===== config.mk =====
export PLATFORM = sky130hd
export DESIGN_NAME = wdt_regif
export DESIGN_NICKNAME = d
export VERILOG_FILES = /design/src/rtl/wdt_regif_pkg.sv /design/src/rtl/wdt_unlock_seq.sv /design/src/rtl/wdt_prot_regs.sv /design/src/rtl/wdt_cfg_regs.sv /design/src/rtl/wdt_regif.sv
export SDC_FILE = /design/constraint.sdc
export NUM_CORES = 1
export LEC_CHECK = 0
export ABC_AREA = 1
export ABC_CLOCK_PERIOD_IN_PS = 1420
export BUFFER_PORTS_ARGS = -buffer_cell sky130_fd_sc_hd__buf_2
export CAP_MARGIN = 20
export CORE_ASPECT_RATIO = 2
export CORE_MARGIN = 1
export CORE_UTILIZATION = 29
export CTS_BUF_LIST = sky130_fd_sc_hd__clkbuf_16
export DETAILED_ROUTE_END_ITERATION = 7
export PLACE_DENSITY = 0.52
export SYNTH_ARGS = -nofsm -noshare
export SYNTH_HDL_FRONTEND = slang
export SYNTH_SLANG_ARGS = --single-unit

===== constraint.sdc =====
create_clock -name clk -period 1.42 [get_ports clk]
set_input_delay 0.071 -clock clk [delete_from_list [all_inputs] [get_ports clk]]
set_output_delay 0.071 -clock clk [all_outputs]
set_load 0.01 [all_outputs]

===== src/rtl/wdt_regif_pkg.sv =====
package wdt_regif_pkg;

  typedef enum logic [1:0] {
    SZ_BYTE = 2'd0,
    SZ_HALF = 2'd1,
    SZ_WORD = 2'd2,
    SZ_NONE = 2'd3
  } acc_size_e;

  typedef enum logic [1:0] {
    UL_IDLE  = 2'd0,
    UL_ARMED = 2'd1,
    UL_OPEN  = 2'd2
  } unlock_e;

  typedef struct packed {
    logic       reboot_en;
    logic       fast_clk;
    logic [1:0] irq_type;
  } ctl_fields_t;

  typedef struct packed {
    logic free_run;
    logic enable;
    logic lock;
  } lock_fields_t;

  localparam logic [31:0] KEY_FIRST  = 32'h0000_0080;
  localparam logic [31:0] KEY_SECOND = 32'h0000_0086;

  localparam int CTL_NOREBOOT_BIT = 5;
  localparam int CTL_FAST_BIT     = 2;
  localparam int LCK_FREE_BIT     = 2;
  localparam int LCK_EN_BIT       = 1;
  localparam int LCK_LOCK_BIT     = 0;
  localparam int SVC_KICK_BIT     = 8;
  localparam int SVC_FLAG_BIT_A   = 9;
  localparam int SVC_FLAG_BIT_B   = 12;

  function automatic logic size_legal(input logic [1:0] sz);
    return sz != SZ_NONE;
  endfunction

  function automatic logic [31:0] size_mask(input logic [1:0] sz);
    logic [31:0] m;
    case (sz)
      SZ_BYTE: m = 32'h0000_00FF;
      SZ_HALF: m = 32'h0000_FFFF;
      default: m = 32'hFFFF_FFFF;
    endcase
    return m;
  endfunction

  function automatic logic [15:0] ctl_pack(input ctl_fields_t c);
    logic [15:0] w;
    w                   = '0;
    w[CTL_NOREBOOT_BIT] = ~c.reboot_en;
    w[CTL_FAST_BIT]     = c.fast_clk;
    w[1:0]              = c.irq_type;
    return w;
  endfunction

  function automatic ctl_fields_t ctl_unpack(input logic [15:0] w);
    ctl_fields_t c;
    c.reboot_en = ~w[CTL_NOREBOOT_BIT];
    c.fast_clk  = w[CTL_FAST_BIT];
    c.irq_type  = w[1:0];
    return c;
  endfunction

  function automatic logic [7:0] lock_pack(input lock_fields_t l);
    logic [7:0] w;
    w               = '0;
    w[LCK_FREE_BIT] = l.free_run;
    w[LCK_EN_BIT]   = l.enable;
    w[LCK_LOCK_BIT] = l.lock;
    return w;
  endfunction

  function automatic lock_fields_t lock_unpack(input logic [7:0] w);
    lock_fields_t l;
    l.free_run = w[LCK_FREE_BIT];
    l.enable   = w[LCK_EN_BIT];
    l.lock     = w[LCK_LOCK_BIT];
    return l;
  endfunction

  function automatic logic [15:0] flag_word(input logic f);
    logic [15:0] w;
    w                 = '0;
    w[SVC_FLAG_BIT_A] = f;
    w[SVC_FLAG_BIT_B] = f;
    return w;
  endfunction

  function automatic logic svc_kick(input logic [31:0] w);
    return w[SVC_KICK_BIT];
  endfunction

  function automatic logic svc_clear(input logic [31:0] w);
    return w[SVC_FLAG_BIT_A] | w[SVC_FLAG_BIT_B];
  endfunction

endpackage


===== src/rtl/wdt_unlock_seq.sv =====
module wdt_unlock_seq
  import wdt_regif_pkg::*;
#(
  parameter int ADDR_W  = 8,
  parameter int KEY_OFS = 12
) (
  input  logic              clk,
  input  logic              rst_n,
  input  logic              wr_mem,
  input  logic [ADDR_W-1:0] addr,
  input  logic [31:0]       wval,
  output logic              arm_hit,
  output logic              open_hit,
  output logic              grant,
  output unlock_e           state
);

  localparam logic [ADDR_W-1:0] KEY_A = ADDR_W'(KEY_OFS);

  logic    at_key;
  unlock_e state_d;

  always_comb begin
    at_key   = (addr == KEY_A);
    arm_hit  = wr_mem && at_key && (wval == KEY_FIRST);
    open_hit = wr_mem && at_key && (wval == KEY_SECOND) && (state == UL_ARMED);
    grant    = wr_mem && (state == UL_OPEN) && !arm_hit;
  end

  always_comb begin
    state_d = state;
    if (arm_hit)       state_d = UL_ARMED;
    else if (open_hit) state_d = UL_OPEN;
    else if (grant)    state_d = UL_IDLE;
  end

  always_ff @(posedge clk or negedge rst_n) begin
    if (!rst_n) state <= UL_IDLE;
    else        state <= state_d;
  end

endmodule


===== src/rtl/wdt_prot_regs.sv =====
module wdt_prot_regs
  import wdt_regif_pkg::*;
#(
  parameter int ADDR_W   = 8,
  parameter int PRE_W    = 20,
  parameter int PRE1_OFS = 0,
  parameter int PRE2_OFS = 4,
  parameter int KEY_OFS  = 12
) (
  input  logic              clk,
  input  logic              rst_n,
  input  logic              grant,
  input  logic [ADDR_W-1:0] addr,
  input  logic [1:0]        size,
  input  logic [31:0]       wval,
  output logic [PRE_W-1:0]  preload1,
  output logic [PRE_W-1:0]  preload2,
  output logic              kick,
  output logic              flag_clr
);

  localparam int N_PRE = 2;
  localparam logic [ADDR_W-1:0] KEY_A = ADDR_W'(KEY_OFS);
  localparam logic [ADDR_W-1:0] PRE_A [N_PRE] = '{ADDR_W'(PRE1_OFS), ADDR_W'(PRE2_OFS)};

  logic [PRE_W-1:0] pre_q [N_PRE];
  logic             svc_wr;

  assign svc_wr = grant && (size == SZ_HALF) && (addr == KEY_A);

  for (genvar i = 0; i < N_PRE; i++) begin : g_pre
    logic ld;
    assign ld = grant && (size == SZ_WORD) && (addr == PRE_A[i]);
    always_ff @(posedge clk or negedge rst_n) begin
      if (!rst_n)  pre_q[i] <= '1;
      else if (ld) pre_q[i] <= wval[PRE_W-1:0];
    end
  end

  always_ff @(posedge clk or negedge rst_n) begin
    if (!rst_n) begin
      kick     <= 1'b0;
      flag_clr <= 1'b0;
    end else begin
      kick     <= svc_wr && svc_kick(wval);
      flag_clr <= svc_wr && svc_clear(wval);
    end
  end

  assign preload1 = pre_q[0];
  assign preload2 = pre_q[1];

endmodule


===== src/rtl/wdt_cfg_regs.sv =====
module wdt_cfg_regs
  import wdt_regif_pkg::*;
#(
  parameter int ADDR_W  = 8,
  parameter int CTL_OFS = 0,
  parameter int LCK_OFS = 4
) (
  input  logic              clk,
  input  logic              rst_n,
  input  logic              wr_cfg,
  input  logic [ADDR_W-1:0] addr,
  input  logic [1:0]        size,
  input  logic [15:0]       wval,
  output ctl_fields_t       ctl,
  output lock_fields_t      lck,
  output logic              ctl_wr,
  output logic              lck_wr
);

  localparam logic [ADDR_W-1:0] CTL_A = ADDR_W'(CTL_OFS);
  localparam logic [ADDR_W-1:0] LCK_A = ADDR_W'(LCK_OFS);
  localparam ctl_fields_t  CTL_RST = '{reboot_en: 1'b1, fast_clk: 1'b0, irq_type: 2'd0};
  localparam lock_fields_t LCK_RST = '{free_run: 1'b0, enable: 1'b0, lock: 1'b0};

  always_comb begin
    ctl_wr = wr_cfg && (addr == CTL_A) && (size == SZ_HALF);
    lck_wr = wr_cfg && (addr == LCK_A) && (size == SZ_BYTE) && !lck.lock;
  end

  always_ff @(posedge clk or negedge rst_n) begin
    if (!rst_n) begin
      ctl <= CTL_RST;
      lck <= LCK_RST;
    end else begin
      if (ctl_wr) ctl <= ctl_unpack(wval);
      if (lck_wr) lck <= lock_unpack(wval[7:0]);
    end
  end

endmodule


===== src/rtl/wdt_regif.sv =====
module wdt_regif
  import wdt_regif_pkg::*;
#(
  parameter int ADDR_W   = 8,
  parameter int PRE_W    = 20,
  parameter int PRE1_OFS = 0,
  parameter int PRE2_OFS = 4,
  parameter int KEY_OFS  = 12,
  parameter int CTL_OFS  = 0,
  parameter int LCK_OFS  = 4
) (
  input  logic              clk,
  input  logic              rst_n,
  input  logic              bus_cfg,
  input  logic [ADDR_W-1:0] bus_addr,
  input  logic [1:0]        bus_size,
  input  logic [31:0]       bus_wdata,
  input  logic              bus_we,
  input  logic              bus_re,
  output logic [31:0]       bus_rdata,
  input  logic              prev_reboot,
  output logic [PRE_W-1:0]  preload1,
  output logic [PRE_W-1:0]  preload2,
  output logic              kick,
  output logic              flag_clr,
  output logic              reboot_en,
  output logic              fast_clk,
  output logic [1:0]        irq_type,
  output logic              free_run,
  output logic              wdt_en,
  output logic              wdt_lock
);

  localparam logic [ADDR_W-1:0] KEY_A = ADDR_W'(KEY_OFS);
  localparam logic [ADDR_W-1:0] CTL_A = ADDR_W'(CTL_OFS);
  localparam logic [ADDR_W-1:0] LCK_A = ADDR_W'(LCK_OFS);

  logic [31:0]  wval;
  logic         acc_ok;
  logic         wr_mem;
  logic         wr_cfg;
  logic         key_arm;
  logic         key_open;
  logic         prot_grant;
  unlock_e      ul_state;
  ctl_fields_t  ctl;
  lock_fields_t lck;
  logic         ctl_wr;
  logic         lck_wr;
  logic [31:0]  rd_val;

  always_comb begin
    acc_ok = size_legal(bus_size);
    wval   = bus_wdata & size_mask(bus_size);
    wr_mem = bus_we && acc_ok && !bus_cfg;
    wr_cfg = bus_we && acc_ok && bus_cfg;
  end

  wdt_unlock_seq #(
    .ADDR_W (ADDR_W),
    .KEY_OFS(KEY_OFS)
  ) u_seq (
    .clk     (clk),
    .rst_n   (rst_n),
    .wr_mem  (wr_mem),
    .addr    (bus_addr),
    .wval    (wval),
    .arm_hit (key_arm),
    .open_hit(key_open),
    .grant   (prot_grant),
    .state   (ul_state)
  );

  wdt_prot_regs #(
    .ADDR_W  (ADDR_W),
    .PRE_W   (PRE_W),
    .PRE1_OFS(PRE1_OFS),
    .PRE2_OFS(PRE2_OFS),
    .KEY_OFS (KEY_OFS)
  ) u_prot (
    .clk     (clk),
    .rst_n   (rst_n),
    .grant   (prot_grant),
    .addr    (bus_addr),
    .size    (bus_size),
    .wval    (wval),
    .preload1(preload1),
    .preload2(preload2),
    .kick    (kick),
    .flag_clr(flag_clr)
  );

  wdt_cfg_regs #(
    .ADDR_W (ADDR_W),
    .CTL_OFS(CTL_OFS),
    .LCK_OFS(LCK_OFS)
  ) u_cfg (
    .clk   (clk),
    .rst_n (rst_n),
    .wr_cfg(wr_cfg),
    .addr  (bus_addr),
    .size  (bus_size),
    .wval  (wval[15:0]),
    .ctl   (ctl),
    .lck   (lck),
    .ctl_wr(ctl_wr),
    .lck_wr(lck_wr)
  );

  always_comb begin
    rd_val = '0;
    if (bus_cfg) begin
      if (bus_addr == CTL_A && bus_size == SZ_HALF)      rd_val = {16'h0, ctl_pack(ctl)};
      else if (bus_addr == LCK_A && bus_size == SZ_BYTE) rd_val = {24'h0, lock_pack(lck)};
    end else begin
      if (bus_addr == KEY_A && bus_size == SZ_HALF)      rd_val = {16'h0, flag_word(prev_reboot)};
    end
  end

  always_ff @(posedge clk or negedge rst_n) begin
    if (!rst_n)                  bus_rdata <= '0;
    else if (bus_re && acc_ok)   bus_rdata <= rd_val;
  end

  assign reboot_en = ctl.reboot_en;
  assign fast_clk  = ctl.fast_clk;
  assign irq_type  = ctl.irq_type;
  assign free_run  = lck.free_run;
  assign wdt_en    = lck.enable;
  assign wdt_lock  = lck.lock;

endmodule


# Word-level counts from Yosys, hierarchy flattened
# Cells that the tools add are included.
# totals
ff_bits	83
latch_bits	0
ram_bits	0
rom_bits	0
input_bits	48
out_inout_bits	81
elab_cells	64
mem_count	0
# classes
add_sub_neg	0
n_mul	0
div_mod_pow	0
n_lt_le_gt_ge	0
n_eq_ne	9
shifts	0
n_mux	8
bitwise_logic	4
reduce_logical	31
# op_table
cell	count
$eq A32 B8 Y1 const B	2
$pmux W32 S2	1
$and A32 B32 Y32	1
$mux W32	1
$logic_and A1 B1 Y1	25
$mux W13	1
$eq A8 B3 Y1 const B	1
$eq A8 B4 Y1 const B	1
$logic_not A8 Y1	1
$mux W2	3
$mux W6	1
$eq A2 B1 Y1 const B	2
$eq A2 B2 Y1 const B	2
$logic_not A1 Y1	3
$mux W3	1
$reduce_bool A3 Y1	1
$logic_not A2 Y1	1
$ne A2 B2 Y1 const B	1
$not A1 Y1	2
$or A1 B1 Y1	1

# Depth between registers and ports, before layout
# logic_depth
depth_word	10
depth_mapped	12
depth_no_buf	11

# Cells and area by module
# Synthesis repeated with hierarchy kept, for this count alone.
# hier_totals
cells_unflattened	464
hier_area_um2	3413.3
# by_module_without_submodules
mod	instances	cells_each	area_per_inst_um2	seq_area_each_um2
wdt_prot_regs	1	198	1875.5	1101.1
wdt_regif	1	145	815.8	125.1
wdt_cfg_regs	1	55	419.2	176.4
wdt_unlock_seq	1	66	302.8	50.0

# Least setup slack after synthesis
# No wires, ideal clock.
# synth_timing
path_type	register to register
startpoint	register u_seq.state[1]
endpoint	register u_prot.pre_q (netlist bit u_prot.preload1[10])
setup_ns	0.060
arrival_ns	1.273
required_time_ns	1.360
setup_slack_ns	0.087
path_stages_with_launch	8
n_path_buf	1
period_less_slack_ns	1.333
cell_sequence	dfrtp_1 inv_1 nor4_4 nand3_4 nor2_4 buf_6 nand2_1 nand2_1
# synth_via
elab_chain_len	5
# synth_lines
item	line_no	rtl
start: declaration	wdt_unlock_seq.sv:15	output unlock_e state
start signal: assignment	wdt_unlock_seq.sv:39	else state <= state_d;
$eq A2 B2 Y1	wdt_unlock_seq.sv:27	grant = wr_mem && (state == UL_OPEN) && !arm_hit;
$logic_and A1 B1 Y1 (2 in series)	wdt_unlock_seq.sv:27	
$logic_and A1 B1 Y1 (2 in series)	wdt_prot_regs.sv:33	assign ld = grant && (size == SZ_WORD) && (addr == PRE_A[i]);
end signal: indexed assignment	wdt_prot_regs.sv:36	else if (ld) pre_q[i] <= wval[PRE_W-1:0];
end: declaration	wdt_prot_regs.sv:26	logic [PRE_W-1:0] pre_q [N_PRE];
# No other way between the ends.
# A chain may end at the register's enable or synchronous reset.

# Worst setup path in the final report
# layout_timing
startpoint	register u_seq.state[0]
endpoint	register u_prot.pre_q (netlist bit u_prot.preload1[17])
# Same word-level chain as after synthesis.

==> run metrics <==
status=finished, violations left; failing checks=negative setup slack; via/cell ratio=4.18; first-pass GRT wire length=12900 µm; worst path cell trace=nor4_4 -> buf_4 -> buf_6 -> nand4_4 -> clkbuf_16 -> nand2_1 -> nand2_1; crit path max fanout=10; fillers=1073; Routed WL per cell=13.8 µm; Syn Area/Cell=8.13 µm²; IO Pins=129; CTS sink cnt=56; Final Setup Violations=37; CTS Buffer Depth=2; max cap viols=0; synthesis-to-finish area growth=37.6%; Seq/Total Area, Yosys=49.1%; YS warnings=0; min cycle time layout=1460 ps; clock skew=4.45 ps; CTS H-tree depth=2; PortBufs=102; antenna-violating nets left=0; P_leak=2.22 nW; Final Max Tran Viols=0; pin count of the biggest net entering global routing=57; Core ar.=9830 µm²; Post-Synthesis Cells=364; CP peak stage delay=420 ps; share of layout cells above drive strength 1=44.2%; Final Hold Fails=0; worst hold start=bus_wdata[2]; Period Utilization, post-route=102%; Arrival @ worst endpoint=1680 ps; fin area=4070 µm²; ANT cells=0; Skew-Pair Late Insertion Delay=290 ps; DRC viols=0; RSZ-0062 raised after global routing=yes; die area=10600 µm²; share of the synthesized area in the top cell type=36.4%; post-place instance area=3690 µm²; Die H=145 µm; WS Path Type=flop to flop; Synth area leader=dfstp_2; post-synthesis cell area=2960 µm²; initial antenna violation count=0; DR pass1 iterations=4; worst setup margin=-35.4 ps; vias in the first global route=2586; Distinct cells, synth=29; Setup crit start kind=flop; worst min path class=input pin to flop; clock buffer count from CTS=5; gpl congestion=0.840; FMAX=687 MHz; vias=2636; crit path buf inv count=3; final WL=8690 µm; Critical Path RT=1650 ps; synth top area cells=dfstp_2 (36%), nand2_1 (21%), dfrtp_1 (13%); Site Rows=51; DP HPWL=6540 µm; pre-CTS setup slack=-63.8 ps; TritonCTS clock tree=done; initial core utilization=30.1%; overall routing resource usage=16.6%; Worst path slowest cell=dfrtp_1; Worst setup EP type=flop; clk slew on worst S/H paths=80 ps; total power=0.00344 W; root buffer cell=clkbuf_16; Final nets=545; CP most frequent cell=nand2_1; R2R Path Start=u_seq.state[0]; FF+latch count, synth=56; CP Launch Point=u_seq.state[0]; grt total ovfl=0; DIE WIDTH=73.4 µm; Crit path max-delay family=buffers and inverters; VDD IR-drop max=670 µV; 1st-iter DRT viols=125; PwrDens=846 nW/µm²
cells in the mapped netlist (all sizes together):
cell type and instances:
nand2 169, dfstp 41, buf 36, nor2 36
inv 30, dfrtp 15, o21ai 12, nand3 8
nand4 5, nor3 2, nor4 2, o211ai 2
and2 1, clkinv 1, conb 1, nand3b 1
o31ai 1, or2 1
layout make-up:
class | count | area (µm²) | area share, %
multi-input combinational | 266 | 1250 | 30.7
clock buffer | 6 | 150 | 3.69
inverter | 31 | 119 | 2.92
clock inverter | 2 | 38.8 | 0.953
tap | 132 | 165 | 4.06
timing repair buffer | 137 | 893 | 21.9
sequential | 56 | 1450 | 35.7
cells by family (layout without fill, tap and decap cells):
family | count (synthesis) | count (layout) | share of synthesized area (%)
other | 1 | 26 | 0.127
flip-flops | 56 | 56 | 49.1
AND/OR/NAND/NOR | 225 | 225 | 34.1
buffers and inverters | 67 | 176 | 13.8
AO/OA/AOI/OAI | 15 | 15 | 2.92
sequential cells by signal, indices dropped and copies added, names as in the netlist:
signal / flops
u_seq.state: 2
u_cfg.ctl: 4
u_prot.preload2: 20
u_prot.flag_clr: 1
bus_rdata: 5
u_prot.preload1: 20
u_cfg.lck: 3
u_prot.kick: 1
routing by layer:
metal  routed length [µm]  share of wire (%)  track usage, %
met5                    0                  0               0
met4                  159                1.8            6.38
met3                  302                3.5            2.15
met2                 5240                 60            33.8
met1                 2980                 34            16.0
path summary, 6_finish.rpt:
kind / to / slack, ps / depth (start not counted)
max: u_prot.preload1[17] / -40 / 7
min: u_prot.preload2[2] / 20 / 3
max reg2reg: u_prot.preload1[17] / -40 / 7
min reg2reg: u_prot.preload1[1] / 460 / 2
max in group asynchronous: u_prot.preload2[13] / 810 / 3
min in group asynchronous: bus_rdata[1] / 290 / 3
repair_timing:
item / 4_1_cts / 5_1_grt
endpoints found under the hold margin: 19 / 0
resized for setup: 4 / 19
endpoints found under the setup margin: 40 / 40
pin swaps: 2 / 1
gates cloned: 0 / 2
hold buffers: 3 / 0
setup buffers: 3 / 2
power by group:
group	leakage (nW)	switching, W	internal (W)
sequential	0.627	0.000000770	0.00160
clock	0.0926	0.000594	0.000947
combinational	1.50	0.000194	0.000105
metrics by stage:
stage / hold WS [ps] / util (%) / std cells / setup TNS (ps)
detailed placement: 89.1 / 37.5 / 612 / -990
global route: 44.5 / 41.4 / 630 / -4650
CTS: 18.6 / 40.1 / 626 / -366
global placement: 86.3 / 37.5 / 612 / -26.8
finish: 21.2 / 41.4 / 630 / -678
floorplan: -225 / - / 389 / 0
tightest hold or removal path: stages:
cell and delay, ps:
buf_2 140, nand2_1 70, nand2_1 40
layout by cell type (no fill, tap or decap), drive strengths merged, types with 5 or more instances in the layout:
master / netlist / final
nand2: 169 / 169
buf: 36 / 132
dfstp: 41 / 41
nor2: 36 / 36
inv: 30 / 31
conb: 1 / 26
dfrtp: 15 / 15
o21ai: 12 / 12
clkbuf: 0 / 8
nand3: 8 / 8
nand4: 5 / 5
(Power assumes the default switching activity.)
